$ cat config.mk
export PLATFORM = sky130hd
export DESIGN_NAME = spi_buf_client
export DESIGN_NICKNAME = d
export VERILOG_FILES = /design/src/rtl/spibuf_pkg.sv /design/src/rtl/spibuf_sync.sv /design/src/rtl/spibuf_ctrl.sv /design/src/rtl/spibuf_dpath.sv /design/src/rtl/spi_buf_client.sv
export SDC_FILE = /design/constraint.sdc
export NUM_CORES = 1
export LEC_CHECK = 0
export BUFFER_PORTS_ARGS = -buffer_cell sky130_fd_sc_hd__buf_4
export CAP_MARGIN = 20
export CORE_ASPECT_RATIO = 1.1
export CORE_UTILIZATION = 43
export CTS_BUF_LIST = sky130_fd_sc_hd__clkbuf_16
export CTS_CLUSTER_DIAMETER = 100
export DETAILED_ROUTE_END_ITERATION = 16
export SYNTH_ARGS = -nofsm -noshare
export SYNTH_HDL_FRONTEND = slang
export SYNTH_SLANG_ARGS = --single-unit
$ cat constraint.sdc
create_clock -name clk -period 6.5 [get_ports clk]
set_input_delay 0 -clock clk [delete_from_list [all_inputs] [get_ports clk]]
set_output_delay 0 -clock clk [all_outputs]
set_load 0.05 [all_outputs]
$ cat src/rtl/spibuf_pkg.sv
package spibuf_pkg;
  localparam int DATA_W = 8;

  // Strobes issued by control to the datapath, valid for one clock
  typedef struct packed {
    logic sampleNow;    // capture mosi (rising edge)
    logic shiftNow;     // advance shift register (falling edge)
    logic xferEnd;      // final rising edge of a byte
    logic loadBuf;      // copy buffer into shift register at byte end
    logic copyBuf;      // copy buffer into shift register while idle
    logic bufWrite;     // accept wrData into the buffer
    logic directWrite;  // unbuffered write straight into shift register
  } spiStrobe_t;
endpackage

$ cat src/rtl/spibuf_sync.sv
module spibuf_sync #(
  parameter int WIDTH = 3,
  parameter int STAGES = 2,
  parameter logic [WIDTH-1:0] RST_VAL = '0
) (
  input  logic             clk,
  input  logic             rstN,
  input  logic [WIDTH-1:0] din,
  output logic [WIDTH-1:0] dout
);
  logic [STAGES-1:0][WIDTH-1:0] chain;

  always_ff @(posedge clk or negedge rstN) begin
    if (!rstN) begin
      chain <= {STAGES{RST_VAL}};
    end else begin
      for (int s = STAGES - 1; s > 0; s--) chain[s] <= chain[s-1];
      chain[0] <= din;
    end
  end

  assign dout = chain[STAGES-1];
endmodule

$ cat src/rtl/spibuf_ctrl.sv
module spibuf_ctrl
  import spibuf_pkg::*;
#(
  parameter int WIDTH = DATA_W
) (
  input  logic       clk,
  input  logic       rstN,
  input  logic       sckS,
  input  logic       ssS,
  input  logic       bufEn,
  input  logic       waitRx,
  input  logic       wrEn,
  input  logic       clrRxc,
  input  logic       clrTxc,
  output spiStrobe_t strb,
  output logic       flagDre,
  output logic       flagRxc,
  output logic       flagTxc
);
  localparam int CNT_W = $clog2(WIDTH);
  localparam logic [CNT_W-1:0] LAST_BIT = CNT_W'(WIDTH - 1);

  logic             sckPrev;
  logic [CNT_W-1:0] bitCnt;
  logic             pendShift;
  logic             txFull;
  logic             shValid;
  logic             endD1, endD2, emptyD1, emptyD2;
  logic             selected, rise, fall, lastBit;

  assign selected = !ssS;
  assign rise     = selected && sckS && !sckPrev;
  assign fall     = selected && !sckS && sckPrev;
  assign lastBit  = rise && (bitCnt == LAST_BIT);

  always_comb begin
    strb.sampleNow   = rise;
    strb.shiftNow    = fall && pendShift;
    strb.xferEnd     = lastBit;
    strb.loadBuf     = lastBit && txFull;
    strb.copyBuf     = bufEn && waitRx && ssS && txFull && !shValid;
    strb.bufWrite    = wrEn && bufEn && !txFull;
    strb.directWrite = wrEn && !bufEn && ssS;
  end

  always_ff @(posedge clk or negedge rstN) begin
    if (!rstN) begin
      sckPrev   <= 1'b0;
      bitCnt    <= '0;
      pendShift <= 1'b0;
    end else begin
      sckPrev <= sckS;
      if (!selected) begin
        bitCnt    <= '0;
        pendShift <= 1'b0;
      end else if (rise) begin
        bitCnt    <= lastBit ? '0 : bitCnt + CNT_W'(1);
        pendShift <= !lastBit;
      end else if (fall) begin
        pendShift <= 1'b0;
      end
    end
  end

  always_ff @(posedge clk or negedge rstN) begin
    if (!rstN) begin
      txFull  <= 1'b0;
      shValid <= 1'b0;
    end else begin
      if (strb.loadBuf || strb.copyBuf) txFull <= 1'b0;
      else if (strb.bufWrite)           txFull <= 1'b1;
      if (strb.loadBuf || strb.copyBuf || strb.directWrite) shValid <= 1'b1;
      else if (strb.xferEnd)                                shValid <= 1'b0;
    end
  end

  always_ff @(posedge clk or negedge rstN) begin
    if (!rstN) begin
      endD1   <= 1'b0;
      endD2   <= 1'b0;
      emptyD1 <= 1'b0;
      emptyD2 <= 1'b0;
      flagRxc <= 1'b0;
      flagTxc <= 1'b0;
    end else begin
      endD1   <= strb.xferEnd;
      emptyD1 <= strb.xferEnd && !txFull;
      endD2   <= endD1;
      emptyD2 <= emptyD1;
      if (endD1)       flagRxc <= 1'b1;
      else if (clrRxc) flagRxc <= 1'b0;
      if (endD2 && emptyD2 && !txFull) flagTxc <= 1'b1;
      else if (clrTxc)                 flagTxc <= 1'b0;
    end
  end

  assign flagDre = !txFull;
endmodule

$ cat src/rtl/spibuf_dpath.sv
module spibuf_dpath
  import spibuf_pkg::*;
#(
  parameter int WIDTH = DATA_W
) (
  input  logic             clk,
  input  logic             rstN,
  input  spiStrobe_t       strb,
  input  logic             mosiS,
  input  logic [WIDTH-1:0] wrData,
  output logic             shMsb,
  output logic [WIDTH-1:0] rxData
);
  logic [WIDTH-1:0] shReg;
  logic [WIDTH-1:0] txBuf;
  logic             sampleBit;
  logic [WIDTH-1:0] rxByte;

  assign rxByte = {shReg[WIDTH-2:0], mosiS};

  always_ff @(posedge clk or negedge rstN) begin
    if (!rstN) begin
      shReg     <= '0;
      txBuf     <= '0;
      sampleBit <= 1'b0;
      rxData    <= '0;
    end else begin
      if (strb.sampleNow) sampleBit <= mosiS;
      if (strb.bufWrite)  txBuf <= wrData;
      if (strb.xferEnd)   rxData <= rxByte;
      if (strb.loadBuf || strb.copyBuf) shReg <= txBuf;
      else if (strb.xferEnd)            shReg <= rxByte;
      else if (strb.directWrite)        shReg <= wrData;
      else if (strb.shiftNow)           shReg <= {shReg[WIDTH-2:0], sampleBit};
    end
  end

  assign shMsb = shReg[WIDTH-1];
endmodule

$ cat src/rtl/spi_buf_client.sv
module spi_buf_client
  import spibuf_pkg::*;
#(
  parameter int WIDTH = DATA_W,
  parameter int SYNC_STAGES = 2
) (
  input  logic             clk,
  input  logic             rstN,
  input  logic             sck,
  input  logic             mosi,
  input  logic             ssN,
  output logic             miso,
  input  logic             bufEn,
  input  logic             waitRx,
  input  logic             wrEn,
  input  logic [WIDTH-1:0] wrData,
  output logic [WIDTH-1:0] rdData,
  input  logic             clrRxc,
  input  logic             clrTxc,
  output logic             flagDre,
  output logic             flagRxc,
  output logic             flagTxc
);
  logic       sckSync, mosiSync, ssSync;
  spiStrobe_t strb;

  spibuf_sync #(.WIDTH(3), .STAGES(SYNC_STAGES), .RST_VAL(3'b100)) u_sync (
    .clk(clk), .rstN(rstN),
    .din({ssN, mosi, sck}),
    .dout({ssSync, mosiSync, sckSync})
  );

  spibuf_ctrl #(.WIDTH(WIDTH)) u_ctrl (
    .clk(clk), .rstN(rstN), .sckS(sckSync), .ssS(ssSync),
    .bufEn(bufEn), .waitRx(waitRx), .wrEn(wrEn),
    .clrRxc(clrRxc), .clrTxc(clrTxc), .strb(strb),
    .flagDre(flagDre), .flagRxc(flagRxc), .flagTxc(flagTxc)
  );

  spibuf_dpath #(.WIDTH(WIDTH)) u_dpath (
    .clk(clk), .rstN(rstN), .strb(strb), .mosiS(mosiSync),
    .wrData(wrData), .shMsb(miso), .rxData(rdData)
  );
endmodule

# Yosys cells after proc, flatten, opt, wreduce, memory -nomap -nowiden
# Index checks and enable logic that the tools add are counted.
# W data, S select, Z words.
dict set report word_totals {
  inputBits 18
  reg_bits 44
  elab_cells 71
}
dict set report op_classes {
  n_eq_ne 1
  n_reduce_logical 34
  n_mux 18
  add_sub_neg 1
}
# cell count
set ops {}
lappend ops {{$mux W8} 4}
lappend ops {{$logic_and A1 B1 Y1} 18}
lappend ops {{$mux W1} 11}
lappend ops {{$reduce_bool A2 Y1} 5}
lappend ops {{$mux W3} 3}
lappend ops {{$logic_not A1 Y1} 7}
lappend ops {{$reduce_bool A4 Y1} 1}
lappend ops {{$add A3 B1 Y3 const B} 1}
lappend ops {{$eq A3 B3 Y1 const B} 1}
lappend ops {{$reduce_bool A3 Y1} 1}
lappend ops {{$logic_or A1 B1 Y1} 2}

# Longest topological paths before layout
# Gate-level depths: netlist of the first run.
dict set report logic_depth {
  word_depth 8
  mapped_depth 7
}

# Modules after synthesis
# Synthesis of the first run repeated with hierarchy kept, for this count alone.
dict set report hier_totals {
  hier_cells 147
  hier_area_um2 1946.9
}
# module instances cells_each area_per_inst_um2 seq_area_each_um2
set modules_own_cells {}
lappend modules_own_cells {spibuf_dpath 1 87 1168.6 625.6}
lappend modules_own_cells {spibuf_ctrl 1 51 603.1 325.3}
lappend modules_own_cells {spibuf_sync 1 9 175.2 152.6}

# Least setup slack after synthesis of the first run
# No wires, ideal clock.
dict set report synth_path {
  path_kind {register -> register}
  from {register u_ctrl.bitCnt[0]}
  to {register u_dpath.shReg[1]}
  path_stages_with_launch 8
  slack_ns 4.408
  n_path_buf 1
  arrival_ns 1.967
  setup_time_ns 0.125
  period_less_slack_ns 2.092
  cell_sequence {dfrtp_1 -> ha_1 -> ha_1 -> and4bb_1 -> buf_6 -> o21ai_4 -> mux2_1 -> mux2_2}
}
dict set report synth_via {
  elab_chain_len 5
  elab_cells_between_ends 7
}
# item line
set synth_rtl {}
lappend synth_rtl {{start: declaration} spibuf_ctrl.sv:24} ;# logic [CNT_W-1:0] bitCnt;
lappend synth_rtl {{start signal: assignment} spibuf_ctrl.sv:57} ;# bitCnt <= lastBit ? '0 : bitCnt + CNT_W'(1);
lappend synth_rtl {{$eq A3 B3 Y1 *} spibuf_ctrl.sv:34} ;# assign lastBit = rise && (bitCnt == LAST_BIT);
lappend synth_rtl {{$logic_and A1 B1 Y1 *} spibuf_ctrl.sv:34}
lappend synth_rtl {{$logic_and A1 B1 Y1} spibuf_ctrl.sv:40} ;# strb.loadBuf = lastBit && txFull;
lappend synth_rtl {{$logic_or A1 B1 Y1} spibuf_dpath.sv:31} ;# if (strb.loadBuf || strb.copyBuf) shReg <= txBuf;
lappend synth_rtl {{$reduce_bool A4 Y1 (no source line) / $mux W8 (equally long branches)} n/a}
lappend synth_rtl {{end signal: assignment} spibuf_dpath.sv:31}
lappend synth_rtl {{end signal: assignment} spibuf_dpath.sv:32} ;# else if (strb.xferEnd) shReg <= rxByte;
lappend synth_rtl {{end signal: assignment} spibuf_dpath.sv:33} ;# else if (strb.directWrite) shReg <= wrData;
lappend synth_rtl {{end: declaration} spibuf_dpath.sv:14} ;# logic [WIDTH-1:0] shReg;
# Mark *: on every way between the ends. The rest lies on a longest branch, timed or not.
# A chain may end at the register's enable or synchronous reset.

# Final worst setup path of the first run
dict set report layout_path {
  from {register u_ctrl.bitCnt[0]}
  to {register u_dpath.shReg[6]}
}
# The elaborated chain is that of the path after synthesis.

==> results by group, run 1 <==
Power and ir drop
  • Power after layout: around 740 uW
  • Pwr dens: around 300 nW/um^2
  • Maximum vdd ir drop: about 0.16 mV
  • Leakage Power: between 0.001 and 0.0015 uW

Global routing
  • Leftover overflow at the end of global routing: 0
  • Total track usage: 16.4%
  • Global-route wire length before repair: 5.55 mm
  • Antenna violations before repair: 0
  • Maximum number of pins on one net before global-route repair: 45
  • Number of global-route vias before repair: between 1,000 and 1,500

Detailed routing
  • DRC violations left: 0
  • Routed wire length per instance: around 14 microns
  • Starting DRC count in detailed routing: 49
  • Post-detailed-route via-to-cell ratio: ~5.1
  • DR pass1 iterations: 4
  • Detailed-route wire length: about 3.2 mm
  • Number of nets with antenna violations after routing: 0
  • Number of vias after detailed routing: approximately 1,100

Clocking
  • H-tree Lvls: 2
  • Number of CTS-inserted buffers: 5
  • Post-CTS Setup Inserts: 0
  • Later-pin clock latency in the skew report: between 0.2 and 0.3 ns
  • Root buffer cell: clkbuf_16
  • Count of instances resized after the clock tree is built: 0
  • Clock tree from TritonCTS: yes
  • Sink Count: 44
  • CTS Buffer Depth: 2
  • Clock transition at the registers of the reported paths: around 0.060 ns

Setup path
  • Critical R2R Launch: u_ctrl.bitCnt[0]
  • Arrival time at the worst endpoint: ~2.6 ns
  • Largest driver fanout on the critical path: 15
  • Data required time of the worst path: 6.66 ns
  • Critical path capture point type: register
  • Capture point of the worst reg-to-reg path: u_dpath.shReg[6]
  • Type of element launching the critical path: register
  • Critical path start-end classification: reg -> reg
  • Setup slack, reg-to-reg: roughly 4 ns
  • Worst r2r path cells: 6

Floorplanning
  • Initial core utilization: a little under half
  • DIE WIDTH: roughly 65 microns
  • Number of placed I/O pins: 30
  • Num rows: 24
  • Die outline area: about 4600 sq um
  • Die height: around 71 microns
  • Area of the core: between 4000 and 5000 sq um

Placed design
  • Final estimated routing congestion in global placement: roughly 0.69
  • Number of port buffers: 29
  • Placed wire-length estimate after detailed placement: approximately 2.2 mm

STA
  • Worst Tran Pin Value: roughly 0.7 ns
  • Maximum operating frequency: ~0.41 GHz
  • Share of the clock period used by the worst path after layout: 37.7%
  • Setup violators final: 0
  • Final Max Slew Viols: 0
  • Final hold slack: between 0.03 and 0.04 ns
  • Headroom to the max-slew limit: between 50% and 60%
  • Clock period minus worst slack: approximately 2.5 ns
  • Setup TNS after final layout: 0 ns
  • Final hold viol count: 0
  • RSZ-0062 raised after global routing: no
  • Clk_skew: 0.00425 ns

Final layout
  • Proportion of layout cells with a drive suffix above 1: about 46%
  • Area growth syn-to-layout: 30.1%
  • Antenna diode instance count: 0
  • Filler cells: about 320
  • Fin nets: between 150 and 200

Hold path
  • Worst-case hold path end point: u_ctrl.flagTxc
  • Cell depth of the worst hold path: 3
  • Worst Min Path Start: clrTxc
  • Hold WC Path Type: in -> reg

Logic synthesis
  • Syn Area/Cell: 15.0 sq um
  • Synthesized cell area: ~1900 sq um
  • Total of warnings raised by yosys: 0
  • Flip-flop and latch count after synthesis: between 40 and 50
  • Seq/Total Area, Yosys: between 50% and 60%
  • Post-synth net total: between 100 and 150
  • Yosys cell types: 32
  • Cells after synthesis: around 130

Flow run
  • Max-Cap Viols: 0

Run status
  • Result of the run: complete, no violations
-- worst max-delay path, stage by stage, from the launching register on --
cell and delay [ns]:
dfrtp_1 0.39, ha_1 0.21, ha_1 0.22, and4bb_1 0.44
o21ai_4 0.45, mux2_1 0.35, mux2_2 0.27
-- worst max-delay path by stage --
| stage | startpoint | end | slack, ns | depth (start not counted) |
|---|---|---|---|---|
| after detailed placement | u_ctrl.bitCnt[0] | u_dpath.shReg[6] | 4.02 | 6 |
| after CTS | u_ctrl.bitCnt[0] | u_dpath.shReg[6] | 4.00 | 6 |
| after global routing | u_ctrl.bitCnt[0] | u_dpath.shReg[1] | 3.88 | 6 |
| final | u_ctrl.bitCnt[0] | u_dpath.shReg[6] | 4.05 | 6 |
| after global placement | u_ctrl.bitCnt[0] | u_dpath.shReg[1] | 4.11 | 6 |
| after floorplan | u_ctrl.bitCnt[0] | u_dpath.shReg[1] | 4.41 | 7 |
-- sequential cells by signal (all words and copies together) (netlist names), 3 cells and up --
register,cells
u_sync.dout,3
u_dpath.shReg,8
u_ctrl.bitCnt,3
u_sync.chain,3
u_dpath.txBuf,8
u_dpath.rxData,8
-- metrics by stage --
stage               std cells  setup slack, ns  cell area, sq um  utilization [%]
floorplan                 125             4.41              1870                -
global placement          202             4.11              2120             52.2
detailed placement        202             4.02              2120             52.2
CTS                       223             4.00              2440             60.1
global route              223             3.88              2440             60.1
finish                    223             4.05              2440             60.1
-- area by class of cell --
type                            instances  area [sq um]  share of cell area (%)
Sequential cell                        44          1100                    45.3
Clock inverter                          3          63.8                    2.62
Tap cell                               52          65.1                    2.67
Inverter                                4          15.0                   0.616
Clock buffer                            5           125                    5.14
Timing Repair Buffer                   42           348                    14.3
Multi-Input combinational cell         73           716                    29.4
-- Yosys cell counts, drive strengths merged --
master | instances | area (sq um)
a21o | 1 | 7.51
a21oi | 3 | 15.0
a22oi | 1 | 7.51
a32o | 1 | 10.0
and2 | 1 | 6.26
and3 | 1 | 6.26
and4b | 1 | 10.0
and4bb | 1 | 12.5
buf | 4 | 38.8
dfrtp | 42 | 1050
dfstp | 2 | 52.6
ha | 2 | 25.0
inv | 4 | 15.0
mux2 | 38 | 454
mux2i | 1 | 10.0
nand2 | 1 | 3.75
nand2b | 2 | 12.5
nand3 | 3 | 20.0
nand3b | 1 | 20.0
nor2 | 7 | 26.3
nor3 | 1 | 5.00
nor3b | 1 | 7.51
o21ai | 2 | 21.3
o221a | 1 | 11.3
o31ai | 1 | 7.51
o32a | 1 | 10.0
or3 | 1 | 6.26
-- cell families after synthesis --
family / count (synthesis) / share of synthesized area [%]
and+or+nand+nor: 21 / 7.28
AOI/OAI and AO/OA: 11 / 4.81
adders and majority gates: 2 / 1.34
buffers and inverters: 8 / 2.87
muxes: 39 / 24.8
DFF: 44 / 58.9
-- repair_timing --
action	4_1_cts	5_1_grt
endpoints found under the setup margin	0	0
hold endpoints to repair	54	0
hold buffers	13	0
-- layout by cell type, fill, tap and decap left out, types with 2 or more instances in the layout --
cell,count
inv_1,5
bufinv_16,2
mux2_2,29
clkbuf_16,5
nor2_1,7
dfstp_2,2
a21oi_1,3
nand3_1,2
dlygate4sd3_1,13
buf_4,29
mux2_4,7
ha_1,2
dfrtp_1,42
nand2b_1,2
mux2_1,2
-- power by group --
group / leakage, uW / switching [uW] / internal (uW)
Clock: 0.0000952 / 94.4 / 218
Sequential: 0.000565 / 19.5 / 301
Combinational: 0.000576 / 39.0 / 69.6
-- per-layer routing --
layer  up-vias  share of wire [%]  routed length, microns  track usage (%)
met5         -                  0                       0                0
met4         0                1.9                      61             6.67
met3         4                3.4                     109             4.78
met2        22                 52                    1670             26.6
met1       589                 43                    1390             20.5
li1        531                  -                       -                -
Note: power is estimated with default switching activity, not from simulation.
==> inputs of run 2 (changes only) <==
==> constraint.sdc (replaced) <==
create_clock -name clk -period 2.53 [get_ports clk]
set_input_delay 0 -clock clk [delete_from_list [all_inputs] [get_ports clk]]
set_output_delay 0 -clock clk [all_outputs]
set_load 0.05 [all_outputs]
==> run 2 against run 1 <==
  * Setup slack got worse by 3.7 ns
  * Register-to-register slack got worse by 3.7 ns
  * Clock power increased by 93%
  * Non-clock buffer count increased by 1
  * Highest routed layer unchanged
  * Clock skew decreased by 0.0012 ns
  * Final cell count increased by 0.45%
  * Maximum frequency increased by 13%
  * Hold slack got worse by 0.017 ns
  * Combinational power increased to 2.5 times the previous value
  * Cell area decreased by 1.7%
  * Count of clock-buffer cells in the layout unchanged
  * Core utilization decreased by 1.0 points
==> results by group, run 2 (same netlist as run 1, synthesis figures left out) <==
Floorplanning
  • Number of placed I/O pins: 30 (unchanged)
  • Num rows: 24 (unchanged)
  • Area of the core: 4050 sq um (unchanged)
  • Initial core utilization: 46.2% (unchanged)
  • Die height: 71.2 microns (unchanged)
  • Die outline area: 4620 sq um (unchanged)
  • DIE WIDTH: 64.9 microns (unchanged)

Clocking
  • CTS Buffer Depth: 2 (unchanged)
  • Later-pin clock latency in the skew report: 0.28 ns (about the same)
  • Clock tree from TritonCTS: yes
  • Clock transition at the registers of the reported paths: 0.06 ns (about the same)
  • # hold bufs at CTS: 13 (unchanged)
  • Count of instances resized after the clock tree is built: 0 (unchanged)
  • Sink Count: 44 (unchanged)
  • Post-CTS Setup Inserts: 0 (unchanged)
  • Number of CTS-inserted buffers: 5 (unchanged)
  • Root buffer cell: clkbuf_16
  • H-tree Lvls: 2 (unchanged)

STA
  • Share of the clock period used by the worst path after layout: 85.7% (+48 points)
  • Worst Tran Pin Value: 0.542 ns (-0.162 ns)
  • Maximum operating frequency: 0.461 GHz (+13%)
  • RSZ-0062 raised after global routing: no
  • Setup violators final: 0 (unchanged)
  • Final Max Slew Viols: 0 (unchanged)
  • Clock period minus worst slack: 2.17 ns (-0.286 ns)
  • Clk_skew: 0.00305 ns (-0.00120 ns)
  • Final hold viol count: 0 (unchanged)
  • Headroom to the max-slew limit: 63.9% (+11 points)
  • Setup TNS after final layout: 0 ns (unchanged)

Global routing
  • Antenna violations before repair: 0 (unchanged)
  • Number of global-route vias before repair: 1,180 (+2.2%)
  • Total track usage: 16.9% (+0.47 points)
  • Leftover overflow at the end of global routing: 0 (unchanged)
  • Global-route wire length before repair: 5.75 mm (+3.7%)
  • Maximum number of pins on one net before global-route repair: 45 (unchanged)

Final layout
  • Fin nets: 191 (+0.53%)
  • Non-Filler Instances: 224 (+0.45%)
  • Most frequent cells in the layout: dfrtp_1 (42), buf_4 (30), mux2_2 (29)
  • Filler cells: 321 (+1.9%)
  • Most common library cell in the layout ignoring fill and taps: dfrtp_1
  • Antenna diode instance count: 0 (unchanged)
  • Biggest registers after layout: u_dpath.rxData: 8 flops, u_dpath.shReg: 8 flops, u_dpath.txBuf: 8 flops
  • Proportion of layout cells with a drive suffix above 1: 45.3% (-0.27 points)
  • Area growth syn-to-layout: 27.9%

Detailed routing
  • Detailed-route wire length: 3.33 mm (+2.9%)
  • DRC violations left: 0 (unchanged)
  • Starting DRC count in detailed routing: 67 (+37%)
  • Routed wire length per instance: 14.8 microns (+2.4%)
  • DR pass1 iterations: 4 (unchanged)
  • Post-detailed-route via-to-cell ratio: 5.10 (-0.71%)
  • Number of vias after detailed routing: 1,143 (-0.26%)
  • Number of nets with antenna violations after routing: 0 (unchanged)

Run status
  • Result of the run: complete, no violations

Placed design
  • Placed wire-length estimate after detailed placement: 2.16 mm (-0.62%)
  • # placed instances: 203 (+0.50%)
  • Number of port buffers: 29 (unchanged)
  • Final estimated routing congestion in global placement: 0.705 (+1.7%)

Setup path
  • Critical path start-end classification: reg -> reg
  • Setup slack, reg-to-reg: 0.36 ns (-3.68 ns)
  • Critical R2R Launch: u_ctrl.bitCnt[0]
  • Launching element of the worst setup path: u_ctrl.bitCnt[0]
  • Largest driver fanout on the critical path: 9 (-6)
  • Worst-path cell with the longest stage delay: dfrtp_1
  • Worst setup path end: u_dpath.shReg[6]
  • Data required time of the worst path: 2.70 ns (-3.96 ns)
  • Cell-by-cell listing of the critical path: ha_1 > ha_1 > and4bb_1 > o21ai_4 > mux2_1 > mux2_2
  • Worst r2r path cells: 6 (unchanged)
  • Arrival time at the worst endpoint: 2.33 ns (-0.28 ns)
  • Type of element launching the critical path: register
  • Critical path capture point type: register
  • Cell seen most often among critical-path stages: ha_1
  • Largest stage delay, worst path: 0.39 ns (-0.06 ns)
  • Capture point of the worst reg-to-reg path: u_dpath.shReg[6]

Flow run
  • Max-Cap Viols: 0 (unchanged)

Hold path
  • Cell depth of the worst hold path: 3 (unchanged)
  • Hold WC Path Type: in -> reg

Power and ir drop
  • Pwr dens: 713 nW/um^2 (+130%)
  • Leakage Power: 0.00122 uW (-1.7%)
  • Maximum vdd ir drop: 0.388 mV (+150%)
[run 2: worst max-delay path, delay by kind of cell, from the launching register on]
family | cells | cell delay [ns]
compound gates | 1 | 0.37
fa+ha+maj | 2 | 0.42
flops | 1 | 0.39
simple gates | 1 | 0.24
mux | 2 | 0.63
[run 2: where the power goes]
group	total [uW]	switching (uW)	internal, uW
registers	826	52.1	774
clock network	605	247	358
logic	277	98.4	179
total	1710	398	1310
[run 2: area by class of cell]
cell class | instances | area (sq um) | share of cell area (%)
clock inverters | 3 | 15.0 | 0.627
inverters | 4 | 15.0 | 0.627
flip-flops and latches | 44 | 1100 | 46.1
clock buffers | 5 | 125 | 5.22
multi-input cells | 73 | 716 | 29.9
repair buffers | 43 | 355 | 14.8
well taps | 52 | 65.1 | 2.72
[run 2: worst min path at each step]
stage | startpoint | to | slack, ns
global route | clrTxc | u_ctrl.flagTxc | 0.05
detailed placement | rstN | u_ctrl.bitCnt[1] | 0.03
finish | clrTxc | u_ctrl.flagTxc | 0.02
global placement | rstN | u_ctrl.bitCnt[2] | 0.02
CTS | clrTxc | u_ctrl.flagTxc | 0.01
floorplan | rstN | u_ctrl.bitCnt[0] | -0.30
[run 2: layer usage]
| layer | global-route usage (%) | routed length, microns |
|---|---|---|
| met3 | 3.82 | 106 |
| met2 | 27.2 | 1630 |
| met4 | 8.15 | 58 |
| met5 | 0 | 0 |
| met1 | 21.4 | 1530 |
[run 2: per-stage QoR]
step	hold slack [ns]	setup WS, ns	total power [uW]	util [%]	area (sq um)
2_1_floorplan	-0.296	0.438	1020	-	1870
3_3_place_gp	0.0187	0.371	1100	52.4	2120
3_5_place_dp	0.0329	0.357	1100	52.4	2120
4_1_cts	0.0142	0.345	1730	59.1	2390
5_1_grt	0.0499	0.269	1790	59.1	2390
6_report	0.0168	0.363	1710	59.1	2390
==> inputs of run 3 (changes only) <==
--- a/config.mk
+++ b/config.mk
@@ -9,7 +9,6 @@
 export CAP_MARGIN = 20
 export CORE_ASPECT_RATIO = 1.1
 export CORE_UTILIZATION = 43
-export CTS_BUF_LIST = sky130_fd_sc_hd__clkbuf_16
 export CTS_CLUSTER_DIAMETER = 100
 export DETAILED_ROUTE_END_ITERATION = 16
 export SYNTH_ARGS = -nofsm -noshare
==> constraint.sdc (replaced) <==
create_clock -name clk -period 2.55 [get_ports clk]
set_input_delay 0 -clock clk [delete_from_list [all_inputs] [get_ports clk]]
set_output_delay 0 -clock clk [all_outputs]
set_load 0.05 [all_outputs]
==> run 3 against run 2 <==
  * Global-route usage is 0.080 points higher
  * Non-clock buffer count increased by 1
  * Sequential share of layout area increased by 0.71 points
  * Count of clock-buffer cells in the layout increased by 2
  * Final cell count grew 0.45%
  * Critical path depth is the same
  * Largest cell class unchanged
==> results by group, run 3 (same netlist as run 1, synthesis figures left out) <==
Setup path
  • Worst-path cell with the longest stage delay: dfrtp_1
  • Data required time of the worst path: 2.74 ns (+0.04 ns)
  • Capture point of the worst reg-to-reg path: u_dpath.shReg[1]
  • Cell seen most often among critical-path stages: ha_1
  • Setup slack, reg-to-reg: 0.37 ns (about the same)
  • Largest stage delay, worst path: 0.40 ns (about the same)
  • Critical path start-end classification: reg -> reg
  • Cell-by-cell listing of the critical path: ha_1 > ha_1 > and4bb_1 > o21ai_4 > mux2_1 > mux2_2
  • Critical path capture point type: register
  • Largest driver fanout on the critical path: 9 (unchanged)
  • Type of element launching the critical path: register
  • Worst r2r path cells: 6 (unchanged)
  • Critical R2R Launch: u_ctrl.bitCnt[0]
  • Arrival time at the worst endpoint: 2.37 ns (+0.04 ns)

Global routing
  • Leftover overflow at the end of global routing: 0 (unchanged)
  • Antenna violations before repair: 0 (unchanged)
  • Maximum number of pins on one net before global-route repair: 45 (unchanged)
  • Global-route wire length before repair: 5.75 mm (-0.12%)
  • Number of global-route vias before repair: 1,168 (-1.0%)
  • Total track usage: 17.0% (+0.080 points)

Detailed routing
  • Starting DRC count in detailed routing: 64 (-4.5%)
  • Number of nets with antenna violations after routing: 0 (unchanged)
  • Post-detailed-route via-to-cell ratio: 5.04 (-1.2%)
  • DR pass1 iterations: 4 (unchanged)
  • Number of vias after detailed routing: 1,134 (-0.79%)
  • DRC violations left: 0 (unchanged)
  • Routed wire length per instance: 14.9 microns (+0.69%)
  • Detailed-route wire length: 3.36 mm (+1.1%)

Final layout
  • Most frequent cells in the layout: dfrtp_1 (42), buf_4 (30), mux2_2 (29)
  • Finished layout cell area: 2360 sq um (-1.5%)
  • Biggest registers after layout: u_dpath.rxData: 8 flops, u_dpath.shReg: 8 flops, u_dpath.txBuf: 8 flops
  • Filler cells: 330 (+2.8%)
  • Area growth syn-to-layout: 25.9%
  • Antenna diode instance count: 0 (unchanged)
  • Area of combinational cells with multiple inputs: 716 sq um (unchanged)
  • Proportion of layout cells with a drive suffix above 1: 45.7% (+0.32 points)
  • Register area: 1100 sq um (unchanged)
  • Most common library cell in the layout ignoring fill and taps: dfrtp_1
  • Fin nets: 192 (+0.52%)

Flow run
  • Max-Cap Viols: 0 (unchanged)

Run status
  • Result of the run: complete, no violations

Power and ir drop
  • Power Internal: 1160 uW (-11%)
  • Sw Share: 24.6% (+1.3 points)
  • Pwr dens: 655 nW/um^2 (-8.2%)
  • Leakage Power: 0.00120 uW (-1.6%)
  • Combinational power share: 17.9% (+1.7 points)
  • Reg power frac: 53.0% (+4.7 points)
  • Sw power: 380 uW (-4.4%)
  • Maximum vdd ir drop: 0.364 mV (-6.1%)
  • Part of the power in the clock network: 29.1% (-6.3 points)

Floorplanning
  • DIE WIDTH: 64.9 microns (unchanged)
  • Num rows: 24 (unchanged)
  • Die outline area: 4620 sq um (unchanged)
  • Die height: 71.2 microns (unchanged)
  • Area of the core: 4050 sq um (unchanged)
  • Number of placed I/O pins: 30 (unchanged)
  • Initial core utilization: 46.2% (unchanged)

Hold path
  • Cell depth of the worst hold path: 3 (unchanged)
  • Worst Min Path Start: wrEn
  • Worst-case hold path end point: u_ctrl.shValid
  • Hold WC Path Type: in -> reg

Clocking
  • Clock tree from TritonCTS: yes
  • Root buffer cell: clkbuf_8
  • # hold bufs at CTS: 14 (+1)
  • Count of instances resized after the clock tree is built: 0 (unchanged)
  • Sink Count: 44 (unchanged)
  • CTS Buffer Depth: 2 (unchanged)
  • Number of CTS-inserted buffers: 5 (unchanged)
  • Clock transition at the registers of the reported paths: 0.08 ns (+0.02 ns)
  • Post-CTS Setup Inserts: 0 (unchanged)
  • H-tree Lvls: 2 (unchanged)
  • Later-pin clock latency in the skew report: 0.30 ns (+0.02 ns)

STA
  • Maximum operating frequency: 0.459 GHz (-0.63%)
  • Setup TNS after final layout: 0 ns (unchanged)
  • Worst Tran Pin Value: 0.542 ns (+0.0000544 ns)
  • Final hold viol count: 0 (unchanged)
  • RSZ-0062 raised after global routing: no
  • Share of the clock period used by the worst path after layout: 85.5% (-0.13 points)
  • Clk_skew: 0.00426 ns (+0.00121 ns)
  • Clock period minus worst slack: 2.18 ns (+0.0137 ns)
  • Final Max Slew Viols: 0 (unchanged)
  • Headroom to the max-slew limit: 63.9% (about the same)
  • Setup violators final: 0 (unchanged)

Placed design
  • Placed wire-length estimate after detailed placement: 2.16 mm (unchanged)
  • Placed cell areas: 2120 sq um (unchanged)
  • Number of port buffers: 29 (unchanged)
  • Final estimated routing congestion in global placement: 0.705 (about the same)
run 3: cell count changes in the layout (fill, tap and decap cells not counted), sizes merged:
cell,previous run,this run
inv,5,4
clkbuf,5,7
clkinv,1,0
dlygate4sd3,13,14
run 3: how the worst max path moves through the flow:
stage,start,to,slack [ns]
3_5_place_dp,u_ctrl.bitCnt[0],u_dpath.shReg[1],0.38
3_3_place_gp,u_ctrl.bitCnt[0],u_dpath.shReg[6],0.39
5_1_grt,u_ctrl.bitCnt[0],u_dpath.shReg[1],0.28
6_report,u_ctrl.bitCnt[0],u_dpath.shReg[1],0.37
4_1_cts,u_ctrl.bitCnt[0],u_dpath.shReg[1],0.35
2_1_floorplan,u_ctrl.bitCnt[0],u_dpath.shReg[1],0.46
run 3: layer usage:
metal / track usage [%] / vias to the layer above / share of wire, %
met5: 0 / - / 0
met4: 8.15 / 0 / 1.8
met3: 3.82 / 8 / 3.2
met2: 27.5 / 23 / 49
met1: 21.3 / 566 / 46
li1: - / 537 / -
run 3: metrics by stage:
step           hold WS (ns)  setup WS (ns)  util, %  power (uW)  cells
3_5_place_dp         0.0329          0.377     52.4        1090    203
3_3_place_gp         0.0187          0.391     52.4        1090    203
4_1_cts               0.120          0.355     58.2        1560    225
5_1_grt               0.139          0.283     58.2        1620    225
2_1_floorplan        -0.296          0.458        -        1010    125
6_report              0.116          0.369     58.2        1550    225
run 3: layout make-up:
cell class              count  share of cell area, %
flip-flops and latches     44                   46.8
well taps                  52                   2.76
multi-input cells          73                   30.3
clock inverters             1                  0.318
repair buffers             44                   15.5
clock buffers               7                   3.66
inverters                   4                  0.637
run 3: worst max-delay path: cells and delay by family, from the launching register on:
kind,cells,cell delay (ns)
flops,1,0.40
compound gates,1,0.38
simple gates,1,0.24
fa+ha+maj,2,0.42
mux,2,0.63
run 3: power by group through the flow:
| stage | Clock, uW | Sequential [uW] | Combinational, uW |
|---|---|---|---|
| final | 450 | 818 | 276 |
| after global routing | 491 | 828 | 298 |
| after CTS | 463 | 818 | 279 |
| after detailed placement | 0 | 832 | 260 |
| after global placement | 0 | 830 | 257 |
| after floorplan | 0 | 837 | 173 |
